$ cat src/rtl/ota_pkg.sv
package ota_pkg;
  typedef enum logic [1:0] {
    ACC_IDLE  = 2'd0,
    ACC_ARMED = 2'd1,
    ACC_RUN   = 2'd2
  } acc_state_e;
endpackage

$ cat src/rtl/ota_rst_sync.sv
module ota_rst_sync (
  input  logic clk,
  input  logic rst_n,
  output logic rst_sync_n
);
  logic [1:0] stage_q;

  always_ff @(posedge clk or negedge rst_n) begin
    if (!rst_n) stage_q <= 2'b00;
    else        stage_q <= {stage_q[0], 1'b1};
  end

  assign rst_sync_n = stage_q[1];
endmodule

$ cat src/rtl/ota_period_gen.sv
module ota_period_gen #(
  parameter int CLK_PER_PERIOD = 53333,
  parameter int FRAC_NUM       = 1,
  parameter int FRAC_DEN       = 3
) (
  input  logic clk,
  input  logic rst_n,
  output logic tick,
  output logic force_phase
);
  localparam int PW   = $clog2(CLK_PER_PERIOD + 1);
  localparam int FW   = $clog2(FRAC_NUM + FRAC_DEN + 1);
  localparam int HALF = CLK_PER_PERIOD / 2;

  logic [PW-1:0] pcnt_q, pcnt_d;
  logic [FW-1:0] facc_q, facc_d;
  logic          long_q, long_d;
  logic [PW-1:0] last_pos;
  logic [FW-1:0] facc_sum;

  assign last_pos    = PW'(CLK_PER_PERIOD - 1) + PW'(long_q);
  assign tick        = (pcnt_q == last_pos);
  assign force_phase = (pcnt_q < PW'(HALF));
  assign facc_sum    = facc_q + FW'(FRAC_NUM);

  always_comb begin
    pcnt_d = pcnt_q + PW'(1);
    facc_d = facc_q;
    long_d = long_q;
    if (tick) begin
      pcnt_d = '0;
      if (facc_sum >= FW'(FRAC_DEN)) begin
        facc_d = facc_sum - FW'(FRAC_DEN);
        long_d = 1'b1;
      end else begin
        facc_d = facc_sum;
        long_d = 1'b0;
      end
    end
  end

  always_ff @(posedge clk or negedge rst_n) begin
    if (!rst_n) begin
      pcnt_q <= '0;
      facc_q <= '0;
      long_q <= 1'b0;
    end else begin
      pcnt_q <= pcnt_d;
      facc_q <= facc_d;
      long_q <= long_d;
    end
  end


  pcnt_range_chk: assert property (@(posedge clk) disable iff (!rst_n)
    pcnt_q <= PW'(CLK_PER_PERIOD));


  phase_restart_chk: assert property (@(posedge clk) disable iff (!rst_n)
    tick |=> force_phase);
endmodule

$ cat src/rtl/ota_ontime_meas.sv
module ota_ontime_meas #(
  parameter int CLK_PER_PERIOD = 53333,
  parameter int MIN_COUNT      = 8000,
  parameter int MAX_COUNT      = 44800,
  parameter int SYNC_STAGES    = 2,
  parameter int CW             = 16
) (
  input  logic          clk,
  input  logic          rst_n,
  input  logic          comp_async,
  input  logic          tick,
  output logic [CW-1:0] period_val,
  output logic          period_subst
);
  logic [SYNC_STAGES-1:0] sync_q;
  logic                   prev_q;
  logic                   level, change;
  logic [CW-1:0]          cnt_q, cnt_d;
  logic                   seen_q, seen_d;
  logic                   hit;

  genvar g;
  generate
    for (g = 0; g < SYNC_STAGES; g++) begin : g_sync
      if (g == 0) begin : g_first
        always_ff @(posedge clk or negedge rst_n) begin
          if (!rst_n) sync_q[0] <= 1'b0;
          else        sync_q[0] <= comp_async;
        end
      end else begin : g_next
        always_ff @(posedge clk or negedge rst_n) begin
          if (!rst_n) sync_q[g] <= 1'b0;
          else        sync_q[g] <= sync_q[g-1];
        end
      end
    end
  endgenerate

  assign level  = sync_q[SYNC_STAGES-1];
  assign change = level ^ prev_q;
  assign hit    = seen_q | change;

  always_comb begin
    period_subst = !hit;
    if (hit)        period_val = cnt_q + CW'(level);
    else if (level) period_val = CW'(MAX_COUNT);
    else            period_val = CW'(MIN_COUNT);
  end

  always_comb begin
    if (tick) begin
      cnt_d  = '0;
      seen_d = 1'b0;
    end else begin
      cnt_d  = cnt_q + CW'(level);
      seen_d = hit;
    end
  end

  always_ff @(posedge clk or negedge rst_n) begin
    if (!rst_n) begin
      prev_q <= 1'b0;
      cnt_q  <= '0;
      seen_q <= 1'b0;
    end else begin
      prev_q <= level;
      cnt_q  <= cnt_d;
      seen_q <= seen_d;
    end
  end


  ontime_bound_chk: assert property (@(posedge clk) disable iff (!rst_n)
    cnt_q <= CW'(CLK_PER_PERIOD));


  subst_level_chk: assert property (@(posedge clk) disable iff (!rst_n)
    (tick && period_subst) |-> $stable(level));
endmodule

$ cat src/rtl/ota_cycle_accum.sv
module ota_cycle_accum
  import ota_pkg::*;
#(
  parameter int PERIODS = 60,
  parameter int CW      = 16,
  parameter int TW      = 22
) (
  input  logic          clk,
  input  logic          rst_n,
  input  logic          start,
  input  logic          tick,
  input  logic [CW-1:0] period_val,
  input  logic          period_subst,
  output logic [TW-1:0] total,
  output logic          done,
  output logic          overrange
);
  localparam int IW = (PERIODS > 1) ? $clog2(PERIODS) : 1;

  acc_state_e    st_q, st_d;
  logic [IW-1:0] idx_q, idx_d;
  logic [TW-1:0] sum_q, sum_d, res_q, res_d;
  logic          ovr_q, ovr_d, ovo_q, ovo_d, done_q, done_d;
  logic [TW-1:0] sum_next;
  logic          ovr_next;

  assign sum_next = sum_q + TW'(period_val);
  assign ovr_next = ovr_q | period_subst;

  always_comb begin
    st_d   = st_q;
    idx_d  = idx_q;
    sum_d  = sum_q;
    ovr_d  = ovr_q;
    res_d  = res_q;
    ovo_d  = ovo_q;
    done_d = 1'b0;
    unique case (st_q)
      ACC_IDLE: if (start) st_d = ACC_ARMED;
      ACC_ARMED: if (tick) begin
        st_d  = ACC_RUN;
        idx_d = '0;
        sum_d = '0;
        ovr_d = 1'b0;
      end
      ACC_RUN: if (tick) begin
        if (idx_q == IW'(PERIODS - 1)) begin
          res_d  = sum_next;
          ovo_d  = ovr_next;
          done_d = 1'b1;
          st_d   = ACC_IDLE;
        end else begin
          sum_d = sum_next;
          ovr_d = ovr_next;
          idx_d = idx_q + IW'(1);
        end
      end
      default: st_d = ACC_IDLE;
    endcase
  end

  always_ff @(posedge clk or negedge rst_n) begin
    if (!rst_n) begin
      st_q   <= ACC_IDLE;
      idx_q  <= '0;
      sum_q  <= '0;
      ovr_q  <= 1'b0;
      res_q  <= '0;
      ovo_q  <= 1'b0;
      done_q <= 1'b0;
    end else begin
      st_q   <= st_d;
      idx_q  <= idx_d;
      sum_q  <= sum_d;
      ovr_q  <= ovr_d;
      res_q  <= res_d;
      ovo_q  <= ovo_d;
      done_q <= done_d;
    end
  end

  assign total     = res_q;
  assign done      = done_q;
  assign overrange = ovo_q;


  done_single_chk: assert property (@(posedge clk) disable iff (!rst_n)
    done_q |=> !done_q);


  done_at_boundary_chk: assert property (@(posedge clk) disable iff (!rst_n)
    $rose(done_q) |-> $past(tick));


  total_hold_chk: assert property (@(posedge clk) disable iff (!rst_n)
    !done_q |-> ($stable(res_q) && $stable(ovo_q)));


  busy_start_chk: assert property (@(posedge clk) disable iff (!rst_n)
    (st_q == ACC_RUN && start && !tick) |=> (st_q == ACC_RUN));
endmodule

$ cat src/rtl/pwm_ontime_accum.sv
module pwm_ontime_accum #(
  parameter int CLK_PER_PERIOD = 53333,
  parameter int FRAC_NUM       = 1,
  parameter int FRAC_DEN       = 3,
  parameter int PERIODS        = 60,
  parameter int MIN_COUNT      = 8000,
  parameter int MAX_COUNT      = 44800,
  parameter int TOTAL_W        = 22
) (
  input  logic               clk,
  input  logic               rst_n,
  input  logic               comp_in,
  input  logic               start,
  output logic               force_phase,
  output logic [TOTAL_W-1:0] total,
  output logic               done,
  output logic               overrange
);
  localparam int CW = $clog2(CLK_PER_PERIOD + 2);

  logic          rst_s_n;
  logic          tick;
  logic [CW-1:0] period_val;
  logic          period_subst;

  ota_rst_sync u_rst (
    .clk        (clk),
    .rst_n      (rst_n),
    .rst_sync_n (rst_s_n)
  );

  ota_period_gen #(
    .CLK_PER_PERIOD (CLK_PER_PERIOD),
    .FRAC_NUM       (FRAC_NUM),
    .FRAC_DEN       (FRAC_DEN)
  ) u_per (
    .clk         (clk),
    .rst_n       (rst_s_n),
    .tick        (tick),
    .force_phase (force_phase)
  );

  ota_ontime_meas #(
    .CLK_PER_PERIOD (CLK_PER_PERIOD),
    .MIN_COUNT      (MIN_COUNT),
    .MAX_COUNT      (MAX_COUNT),
    .SYNC_STAGES    (2),
    .CW             (CW)
  ) u_meas (
    .clk          (clk),
    .rst_n        (rst_s_n),
    .comp_async   (comp_in),
    .tick         (tick),
    .period_val   (period_val),
    .period_subst (period_subst)
  );

  ota_cycle_accum #(
    .PERIODS (PERIODS),
    .CW      (CW),
    .TW      (TOTAL_W)
  ) u_acc (
    .clk          (clk),
    .rst_n        (rst_s_n),
    .start        (start),
    .tick         (tick),
    .period_val   (period_val),
    .period_subst (period_subst),
    .total        (total),
    .done         (done),
    .overrange    (overrange)
  );
endmodule

$ cat config.mk
export PLATFORM = sky130hd
export DESIGN_NAME = pwm_ontime_accum
export DESIGN_NICKNAME = d
export VERILOG_FILES = /design/src/rtl/ota_pkg.sv /design/src/rtl/ota_rst_sync.sv /design/src/rtl/ota_period_gen.sv /design/src/rtl/ota_ontime_meas.sv /design/src/rtl/ota_cycle_accum.sv /design/src/rtl/pwm_ontime_accum.sv
export SDC_FILE = /design/constraint.sdc
export NUM_CORES = 1
export LEC_CHECK = 0
export CORE_ASPECT_RATIO = 1.4
export CORE_MARGIN = 4
export CORE_UTILIZATION = 49
export CTS_BUF_LIST = sky130_fd_sc_hd__clkbuf_4 sky130_fd_sc_hd__clkbuf_8
export CTS_CLUSTER_SIZE = 16
export DETAILED_ROUTE_END_ITERATION = 8
export PLACE_DENSITY = 0.74
export SETUP_SLACK_MARGIN = 0.4
export SLEW_MARGIN = 10
export SYNTH_ARGS = -nofsm -noshare
export SYNTH_HDL_FRONTEND = slang
export SYNTH_SLANG_ARGS = --single-unit
$ cat constraint.sdc
create_clock -name clk -period 4.4 [get_ports clk]
set_clock_uncertainty 0.2 [all_clocks]
set_input_delay 1.1 -clock clk [delete_from_list [all_inputs] [get_ports clk]]
set_output_delay 1.1 -clock clk [all_outputs]
set_load 0.01 [all_outputs]
Word level (Yosys, flattened, before mapping)
Cells that the tools add are included.

storage, ports and cells
  register bits after elaboration = 97
  latch bits = 0
  bits in writable memories = 0
  bits in read-only memories = 0
  input port bits = 4
  logic and storage cells = 70
  memories = 0

cells by class
  add/subtract/negate cells = 7
  multipliers = 0
  div/mod/pow operators = 0
  magnitude comparators = 2
  equal/unequal tests = 9
  shift operators = 0
  muxes and demuxes = 27
  bitwise gates (word level) = 3
  reductions and logical operators = 6

operators with widths
  kind                   count
  $mux 22                3
  $mux 16                4
  $pmux 22 s2            1
  $add 22x16->22         1
  $mux 6                 3
  $add 15x2->16 const A  1
  $add 16x1->16          1
  $add 16x1->16 const B  1
  $eq 16x16->1           1
  $lt 16x15->1 const B   1
  $pmux 6 s2             1
  $mux 1                 8
  $mux 2                 4
  $ne 2x2->1 const B     4
  $reduce_and 4->1       2
  $add 6x1->6 const B    1
  $eq 6x6->1 const B     1
  $pmux 2 s3             1
  $add 3x1->3 const B    1
  $ge 3x2->1 const B     1
  $mux 3                 1
  $reduce_and 3->1       1
  $sub 3x2->3 const B    1
  $eq 2x1->1 const B     1
  8 further kinds        9

Longest topological paths before layout
Gate-level depths: netlist of the first run.

  word-level depth = 7
  mapped depth = 14

Modules after synthesis
From an unflattened synthesis of the first run, not the netlist that was laid out.

second synthesis, totals
  cell total of the unflattened synthesis = 584
  area total of the unflattened synthesis = 5589.1 µm²

modules (own cells, without submodules)
  module           instances  cells each  area an instance (µm²)  seq. area each (µm²)
  ota_cycle_accum  1          374         3450.8                  1376.3
  ota_period_gen   1          103         1084.8                  500.5
  ota_ontime_meas  1          104         999.7                   500.5
  ota_rst_sync     1          3           53.8                    50.0

Worst setup path before layout of the first run
OpenSTA, ideal clock, no wires.

  kind = register to register
  from = reg u_meas.sync_q[1], in the netlist u_meas.level
  to = reg u_acc.res_q[17], in the netlist u_acc.total[17]
  data arrival time = 3.251 ns
  required time = 4.069 ns
  slack = 0.818 ns
  stages on the path, launching flop included = 14
  buffers on the path = 1
  cells stage by stage = dfrtp_1 > ha_1 > and3_1 > nor3b_1 > and4_1 > xnor2_1 > a21oi_1 > ha_1 > clkbuf_1 > nand4_1 > or2_2 > o21a_1 > and4_1 > or3_1

on the way
  cells in the longest elaborated chain, start to end = 4
  elaborated cells on any way between the ends = 6
  those cells by class = add/sub (2); mux (2); bitwise (2)

RTL lines
  element                                                RTL line               text
  start: declaration                                     ota_ontime_meas.sv:15  logic [SYNC_STAGES-1:0] sync_q;
  start signal: indexed assignment                       ota_ontime_meas.sv:33  else sync_q[g] <= sync_q[g-1];
  branches (longest 2 deep; another with $add 16x1->16)  n/a
  $mux 16 (*)                                            ota_ontime_meas.sv:45  if (hit) period_val = cnt_q + CW'(level);
  $add 22x16->22 (*)                                     ota_cycle_accum.sv:27  assign sum_next = sum_q + TW'(period_val);
  end signal: assignment                                 ota_cycle_accum.sv:76  res_q <= res_d;
  end: declaration                                       ota_cycle_accum.sv:22  logic [TW-1:0] sum_q, sum_d, res_q, res_d;

Mark *: on every way between the ends.
A chain may end at the register's enable or synchronous reset.

Worst setup path after layout of the first run
  from = reg u_per.pcnt_q[8]
  to = out force_phase

on the way
  cells in the longest elaborated chain, start to end = 1

RTL lines
  element                   RTL line                text
  start: declaration        ota_period_gen.sv:15    logic [PW-1:0] pcnt_q, pcnt_d;
  start signal: assignment  ota_period_gen.sv:48    pcnt_q <= pcnt_d;
  $lt 16x15->1              ota_period_gen.sv:23    assign force_phase = (pcnt_q < PW'(HALF));
  end: declaration          pwm_ontime_accum.sv:14  output logic force_phase,

Every way passes these cells.

==> results of run 1 <==
-- layer usage --
metal	vias up	global-route usage (%)
li1	2080	-
met1	2114	23.9
met2	86	38.5
met3	25	2.52
met4	0	12.0
met5	-	0
-- worst max-delay path, cell delays in order, from the launching register on --
cell	delay, ps
dfrtp_1	430
or4_4	580
nor2_1	100
nand2_1	60
a21o_1	180
a31oi_1	190
clkdlybuf4s50_1	560
-- state kept, by name, indices dropped and copies added, names as in the netlist --
name,cells
u_rst.stage_q,2
u_acc.overrange,1
u_meas.level,1
u_acc.sum_q,22
u_acc.ovr_q,1
u_per.long_q,1
u_per.facc_q,3
u_per.pcnt_q,16
u_meas.prev_q,1
u_meas.seen_q,1
u_meas.cnt_q,16
u_acc.idx_q,6
u_acc.total,22
u_acc.st_q,2
u_acc.done,1
u_meas.sync_q,1
-- through the flow --
step	hold slack (ps)	area [sq um]	total power, mW	cells
2_1_floorplan	131	5290	1.15	576
3_3_place_gp	138	5710	1.22	727
3_5_place_dp	151	5710	1.24	727
4_1_cts	168	5930	1.88	743
5_1_grt	172	5970	1.94	745
6_report	168	5970	1.87	745
-- report_power, final --
group          internal (mW)  switching (mW)
Sequential             0.924          0.0440
Combinational         0.0883           0.161
Clock                  0.341           0.309
-- kinds of logic (layout without fill, tap and decap cells) --
kind of cell | count (synthesis) | count (layout) | synth area share (%)
simple gates | 243 | 243 | 22.0
compound gates | 133 | 133 | 15.7
flops | 97 | 97 | 45.9
xor+xnor | 47 | 47 | 7.79
buf+inv | 28 | 59 | 2.08
fa+ha+maj | 25 | 25 | 6.06
mux | 2 | 2 | 0.402
other cells | 1 | 1 | 0.0709
-- final cells by class --
cell class	count	area, sq um
flip-flops and latches	97	2430
clock inverters	5	78.8
clock buffers	11	145
fillers	945	4490
inverters	7	26.3
multi-input cells	451	2780
repair buffers	36	340
well taps	138	173
-- synth_stat cells, drive strengths merged, types with 2 or more instances --
cell type and number:
dfrtp 97, nand2 76, nor2 67, o21ai 54, a21oi 24, ha 24
xnor2 24, xor2 23, nand3 22, clkbuf 17, nand4 12, nor3 12
a21o 9, o211ai 9, or3 9, nor2b 8, and2 7, inv 7
nand2b 6, a211oi 5, a31oi 5, nor4 5, o21a 5, and3 4
and4 4, buf 4, nor3b 4, a21boi 3, a22o 3, o31ai 3
o2111ai 2, o21bai 2, o41ai 2, or2 2, or4 2
-- layout by cell type (no fill, tap or decap), types with 3 or more instances in the layout --
cell type	n
xor2_1	23
and3_1	4
nor2b_1	8
nor4_1	3
clkdlybuf4s50_1	28
and2_1	7
o211ai_1	9
a21boi_0	3
o21a_1	5
a211oi_1	5
nor2_1	66
a22o_1	3
nand2_1	76
buf_4	8
o31ai_1	3
a21o_1	9
o21ai_0	51
ha_1	24
nand4_1	12
clkbuf_8	10
or3_4	3
nand3_1	22
nand2b_1	6
inv_1	6
nor3_1	12
a31oi_1	5
and4_1	4
or3_1	6
xnor2_1	24
a21oi_1	24
dfrtp_1	95
-- worst paths after layout --
kind,endpoint
setup / recovery,force_phase
hold / removal,u_meas.level$_DFF_PN0_
min in group asynchronous,u_acc.st_q[1]$_DFFE_PN0P_
hold reg to reg,u_meas.level$_DFF_PN0_
setup reg to reg,u_acc.sum_q[20]$_DFFE_PN0P_
max in group asynchronous,u_meas.level$_DFF_PN0_
-- timing repair --
| item | 4_1_cts | 5_1_grt |
|---|---|---|
| resized for setup | 0 | 7 |
| setup buffers | 0 | 2 |
| endpoints found under the setup margin | 0 | 12 |
| hold buffers | 0 | 0 |
==> flow_metrics.env, run 1 <==
export IMPL_async_reset_ff_share_pct=100
export IMPL_path_clk_slew_ps=90
export IMPL_routabilityCongestion=0.912
export IMPL_seq_area_frac_synth_pct=45.9
export IMPL_rows=44
export IMPL_drcViolationCount=0
export IMPL_syn_area_sq_um=5290
export IMPL_htree_levels=3
export IMPL_endpoint_kind="output port"
export IMPL_grt_pass1_wl_um=20700
export IMPL_start_util_pct=50.6
export IMPL_synth_top_cells_by_area="dfrtp_1 (46%), ha_1 (5.7%), nand2_1 (5.4%), o21ai_0 (4.9%), nor2_1 (4.8%)"
export IMPL_synthCells=576
export IMPL_root_buffer="clkbuf_8"
export IMPL_dp_hpwl_um=9000
export IMPL_ys_flop_type="dfrtp_1"
export IMPL_tritoncts="yes"
export IMPL_synth_area_leader_cell="dfrtp_1"
export IMPL_pin_count=29
export IMPL_status="completed"
export IMPL_worst_hold_path_type="flip-flop to flip-flop"
export IMPL_first_pass_iters=5
export IMPL_synth_seq_cells=97
export IMPL_cts_sinks=97
export IMPL_die_width_um=95.8
export IMPL_grt_overflow=0
export IMPL_wl_met2_um=6620
export IMPL_synth_edf_count=0
export IMPL_wl_met1_um=4870
export IMPL_drive_gt1_share_pct=6.92
export IMPL_grt_max_degree=62
export IMPL_die_area_sq_um=12500
export IMPL_area_growth_pct=13.0
export IMPL_clk_latency_ps=370
export IMPL_maxSlewViolCount=0
export IMPL_power_density_nw_per_um2=313
export IMPL_leakagePower_nw=2.64
export IMPL_reg2reg_depth=13
export IMPL_cp_start_kind="flip-flop"
export IMPL_timing_fmax_mhz=266
export IMPL_antenna_cells=0
export IMPL_critical_path_class="flip-flop to output port"
export IMPL_grt_pass1_vias=4379
export IMPL_hp_start="u_meas.sync_q[0]$_DFF_PN0_"
export IMPL_cts_buffers=9
export IMPL_tns_ps=0
export IMPL_ant_nets=0
export IMPL_final_nets=631
export IMPL_fp_dieH_um=131
export IMPL_wl_met3_um=357
export IMPL_slew_limit_headroom_pct=36.7
export IMPL_synthesis_nets=605
export IMPL_setup_viol_count_final=0
export IMPL_coreArea_sq_um=10500
export IMPL_final_util_pct=57.1
export IMPL_avgSynthCellArea_sq_um=9.18
export IMPL_yosysWarnings=0
export IMPL_ir_drop_mv=0.217
export IMPL_vias=4305
export IMPL_cp_arrival_ps=2460
export IMPL_port_buffer_count=28
export IMPL_synthDistinctLibCells=54
export IMPL_hold_viol=0
export IMPL_pre_cts_slack_ps=448
export IMPL_cap_violations=0
export IMPL_finalCritPeriodShare_pct=85.5
export IMPL_dr_max_layer_used="met4"
export IMPL_cts_buffer_depth=2
export IMPL_via_per_inst=5.78
export IMPL_critical_path_startpoint="u_per.pcnt_q[8]$_DFF_PN0_"
export IMPL_rsz0062_at_grt="false"
export IMPL_drt_iter0_drc=215
export IMPL_wire_per_inst_um=16.6
export IMPL_crit_required_ps=3100
export IMPL_r2r_start="u_meas.level$_DFF_PN0_"
export IMPL_timing_final_ws_setup_ps=636
export IMPL_period_minus_slack_ps=3760
export IMPL_holdPathStages=0
export IMPL_gr_usage_all_layers_pct=21.3
export IMPL_synth_top_area_share_pct=45.9
export IMPL_r2r_slack_ps=710
export IMPL_tightest_slew_ps=949
export IMPL_antenna_found_initial=0
export IMPL_routed_wl_um=12300
export IMPL_worst_path_max_fanout=5
No activity file was read; power rests on OpenSTA's default activity.
==> run 2: changes to the inputs <==
--- a/config.mk
+++ b/config.mk
@@ -5,7 +5,6 @@
 export SDC_FILE = /design/constraint.sdc
 export NUM_CORES = 1
 export LEC_CHECK = 0
-export CORE_ASPECT_RATIO = 1.4
 export CORE_MARGIN = 4
 export CORE_UTILIZATION = 49
 export CTS_BUF_LIST = sky130_fd_sc_hd__clkbuf_4 sky130_fd_sc_hd__clkbuf_8
@@ -13,7 +12,7 @@
 export DETAILED_ROUTE_END_ITERATION = 8
 export PLACE_DENSITY = 0.74
 export SETUP_SLACK_MARGIN = 0.4
-export SLEW_MARGIN = 10
+export SLEW_MARGIN = 0
 export SYNTH_ARGS = -nofsm -noshare
 export SYNTH_HDL_FRONTEND = slang
 export SYNTH_SLANG_ARGS = --single-unit
==> flow_metrics.env, run 2 (synthesis results as in run 1) <==
export IMPL_cap_violations=0
export IMPL_cp_arrival_ps=2450
export IMPL_power_density_nw_per_um2=302
export IMPL_pre_cts_slack_ps=393
export IMPL_max_stage_delay_ps=570
export IMPL_hold_viol=0
export IMPL_final_common_cell="dfrtp_1"
export IMPL_slew_limit_headroom_pct=37.6
export IMPL_die_width_um=112
export IMPL_grt_overflow=0
export IMPL_rsz0062_at_grt="false"
export IMPL_reg2reg_depth=13
export IMPL_antenna_cells=0
export IMPL_rows=37
export IMPL_maxSlewViolCount=0
export IMPL_drive_gt1_share_pct=6.29
export IMPL_htree_levels=3
export IMPL_grt_max_degree=63
export IMPL_tritoncts="yes"
export IMPL_final_nets=628
export IMPL_first_pass_iters=5
export IMPL_r2r_start="u_meas.level$_DFF_PN0_"
export IMPL_grt_pass1_wl_um=19800
export IMPL_via_per_inst=5.70
export IMPL_path_clk_slew_ps=100
export IMPL_endpoint_kind="output port"
export IMPL_holdPathStages=0
export IMPL_fp_dieH_um=112
export IMPL_pin_count=29
export IMPL_period_minus_slack_ps=3750
export IMPL_leakagePower_nw=2.60
export IMPL_die_area_sq_um=12500
export IMPL_hp_start="u_meas.sync_q[0]$_DFF_PN0_"
export IMPL_cts_buffer_depth=2
export IMPL_finalCritPeriodShare_pct=85.3
export IMPL_wire_per_inst_um=15.2
export IMPL_grt_pass1_vias=4236
export IMPL_clk_latency_ps=370
export IMPL_ctsHoldBuffers=0
export IMPL_port_buffer_count=28
export IMPL_coreArea_sq_um=10400
export IMPL_p_total_mw=1.79
export IMPL_routabilityCongestion=0.940
export IMPL_cp_cell_sequence="or4_4, nor2_1, nand2_1, a21o_1, a31oi_1, clkdlybuf4s50_1"
export IMPL_fill_cells=939
export IMPL_worst_hold_path_type="flip-flop to flip-flop"
export IMPL_tightest_slew_ps=936
export IMPL_critical_path_class="flip-flop to output port"
export IMPL_ant_nets=0
export IMPL_timing_final_ws_setup_ps=647
export IMPL_start_util_pct=50.8
export IMPL_min_to="u_meas.level$_DFF_PN0_"
export IMPL_gr_usage_all_layers_pct=19.1
export IMPL_status="completed"
export IMPL_drt_iter0_drc=277
export IMPL_critPathSlowestCell="or4_4"
export IMPL_timing_fmax_mhz=266
export IMPL_area_growth_pct=12.0
export IMPL_root_buffer="clkbuf_8"
export IMPL_drcViolationCount=0
export IMPL_setup_viol_count_final=0
export IMPL_layout_common_cells="dfrtp_1 (95), nand2_1 (76), nor2_1 (66), o21ai_0 (51), clkdlybuf4s50_1 (28)"
export IMPL_dp_hpwl_um=8310
export IMPL_worst_path_max_fanout=5
export IMPL_tns_ps=0
export IMPL_cp_start_kind="flip-flop"
export IMPL_register_area_sq_um=2430
export IMPL_cts_setup_buffers=0
export IMPL_ir_drop_mv=0.228
export IMPL_crit_required_ps=3100
export IMPL_antenna_found_initial=0
export IMPL_multiInputGateArea_sq_um=2770
export IMPL_r2r_slack_ps=670
export IMPL_cts_sinks=97
export IMPL_vias=4217
export IMPL_routed_wl_um=11300
export IMPL_rr_endpoint="u_acc.sum_q[20]$_DFFE_PN0P_"
export IMPL_cts_buffers=9
==> run 2: power by group <==
group | internal, mW | total [mW] | switching [mW]
Combinational | 0.0879 | 0.228 | 0.140
Sequential | 0.924 | 0.966 | 0.0421
Clock | 0.268 | 0.595 | 0.327
Total | 1.28 | 1.79 | 0.510
==> run 2: timing repair <==
action,in CTS,in global routing
gates resized for setup,1,5
endpoints found under the setup margin,2,14
endpoints found under the hold margin,0,0
==> run 2: metrics by stage <==
step	utilization [%]	instances	hold WS [ps]	instance area, sq um
2_1_floorplan	-	576	131	5290
3_3_place_gp	54.7	724	139	5700
3_5_place_dp	54.7	724	135	5700
4_1_cts	56.7	740	165	5900
5_1_grt	56.8	740	177	5920
6_report	56.8	740	160	5920
==> run 2: worst max-delay path by stage <==
stage / slack (ps) / to / startpoint
after floorplan: 820 / u_acc.total[17]$_DFFE_PN0P_ / u_meas.level$_DFF_PN0_
after global placement: 570 / u_acc.total[17]$_DFFE_PN0P_ / u_meas.level$_DFF_PN0_
after detailed placement: 390 / u_acc.sum_q[21]$_DFFE_PN0P_ / u_meas.level$_DFF_PN0_
after CTS: 480 / u_acc.sum_q[20]$_DFFE_PN0P_ / u_meas.level$_DFF_PN0_
after global routing: 430 / u_acc.sum_q[20]$_DFFE_PN0P_ / u_meas.level$_DFF_PN0_
final: 650 / force_phase / u_per.pcnt_q[8]$_DFF_PN0_
==> run 2: critical path, delay by kind of cell (launching register included) <==
kind / cells / cell delay [ps]
compound gates: 2 / 360
flops: 1 / 430
simple gates: 3 / 730
buf+inv: 1 / 570
==> run 2: area by class of cell <==
type                            count  share of cell area [%]
Tap cell                          136                    2.87
Clock buffer                        9                    2.09
Timing Repair Buffer               33                    5.37
Multi-Input combinational cell    451                    46.8
Clock inverter                      7                    1.35
Inverter                            7                   0.444
Sequential cell                    97                    41.1
==> run 2: routing by layer <==
layer | global-route usage, % | vias to the layer above | part of all wire (%)
met5 | 0 | - | 0
met4 | 9.16 | 0 | 3.7
met3 | 3.70 | 28 | 3.9
met2 | 30.9 | 89 | 46
met1 | 24.7 | 2026 | 46
li1 | - | 2074 | -
==> run 3: changes to the inputs <==
--- a/config.mk
+++ b/config.mk
@@ -5,6 +5,7 @@
 export SDC_FILE = /design/constraint.sdc
 export NUM_CORES = 1
 export LEC_CHECK = 0
+export CAP_MARGIN = 20
 export CORE_MARGIN = 4
 export CORE_UTILIZATION = 49
 export CTS_BUF_LIST = sky130_fd_sc_hd__clkbuf_4 sky130_fd_sc_hd__clkbuf_8
==> constraint.sdc (replaced) <==
create_clock -name clk -period 4.4 [get_ports clk]
set_clock_uncertainty 0.2 [all_clocks]
set_input_delay 0.44 -clock clk [delete_from_list [all_inputs] [get_ports clk]]
set_output_delay 0.44 -clock clk [all_outputs]
set_load 0.01 [all_outputs]
==> results of run 3 <==
The final DEF is identical to that of run 2. Status: completed.
Main changes from that run: clock-pin slew on the worst setup and hold paths 100 ps -> 90 ps; setup slack after layout 647 ps -> 673 ps; hold slack 160 ps -> 25.3 ps; start point of the critical path u_per.pcnt_q[8]$_DFF_PN0_ -> u_meas.level$_DFF_PN0_; end point of the critical path force_phase -> u_acc.sum_q[20]$_DFFE_PN0P_
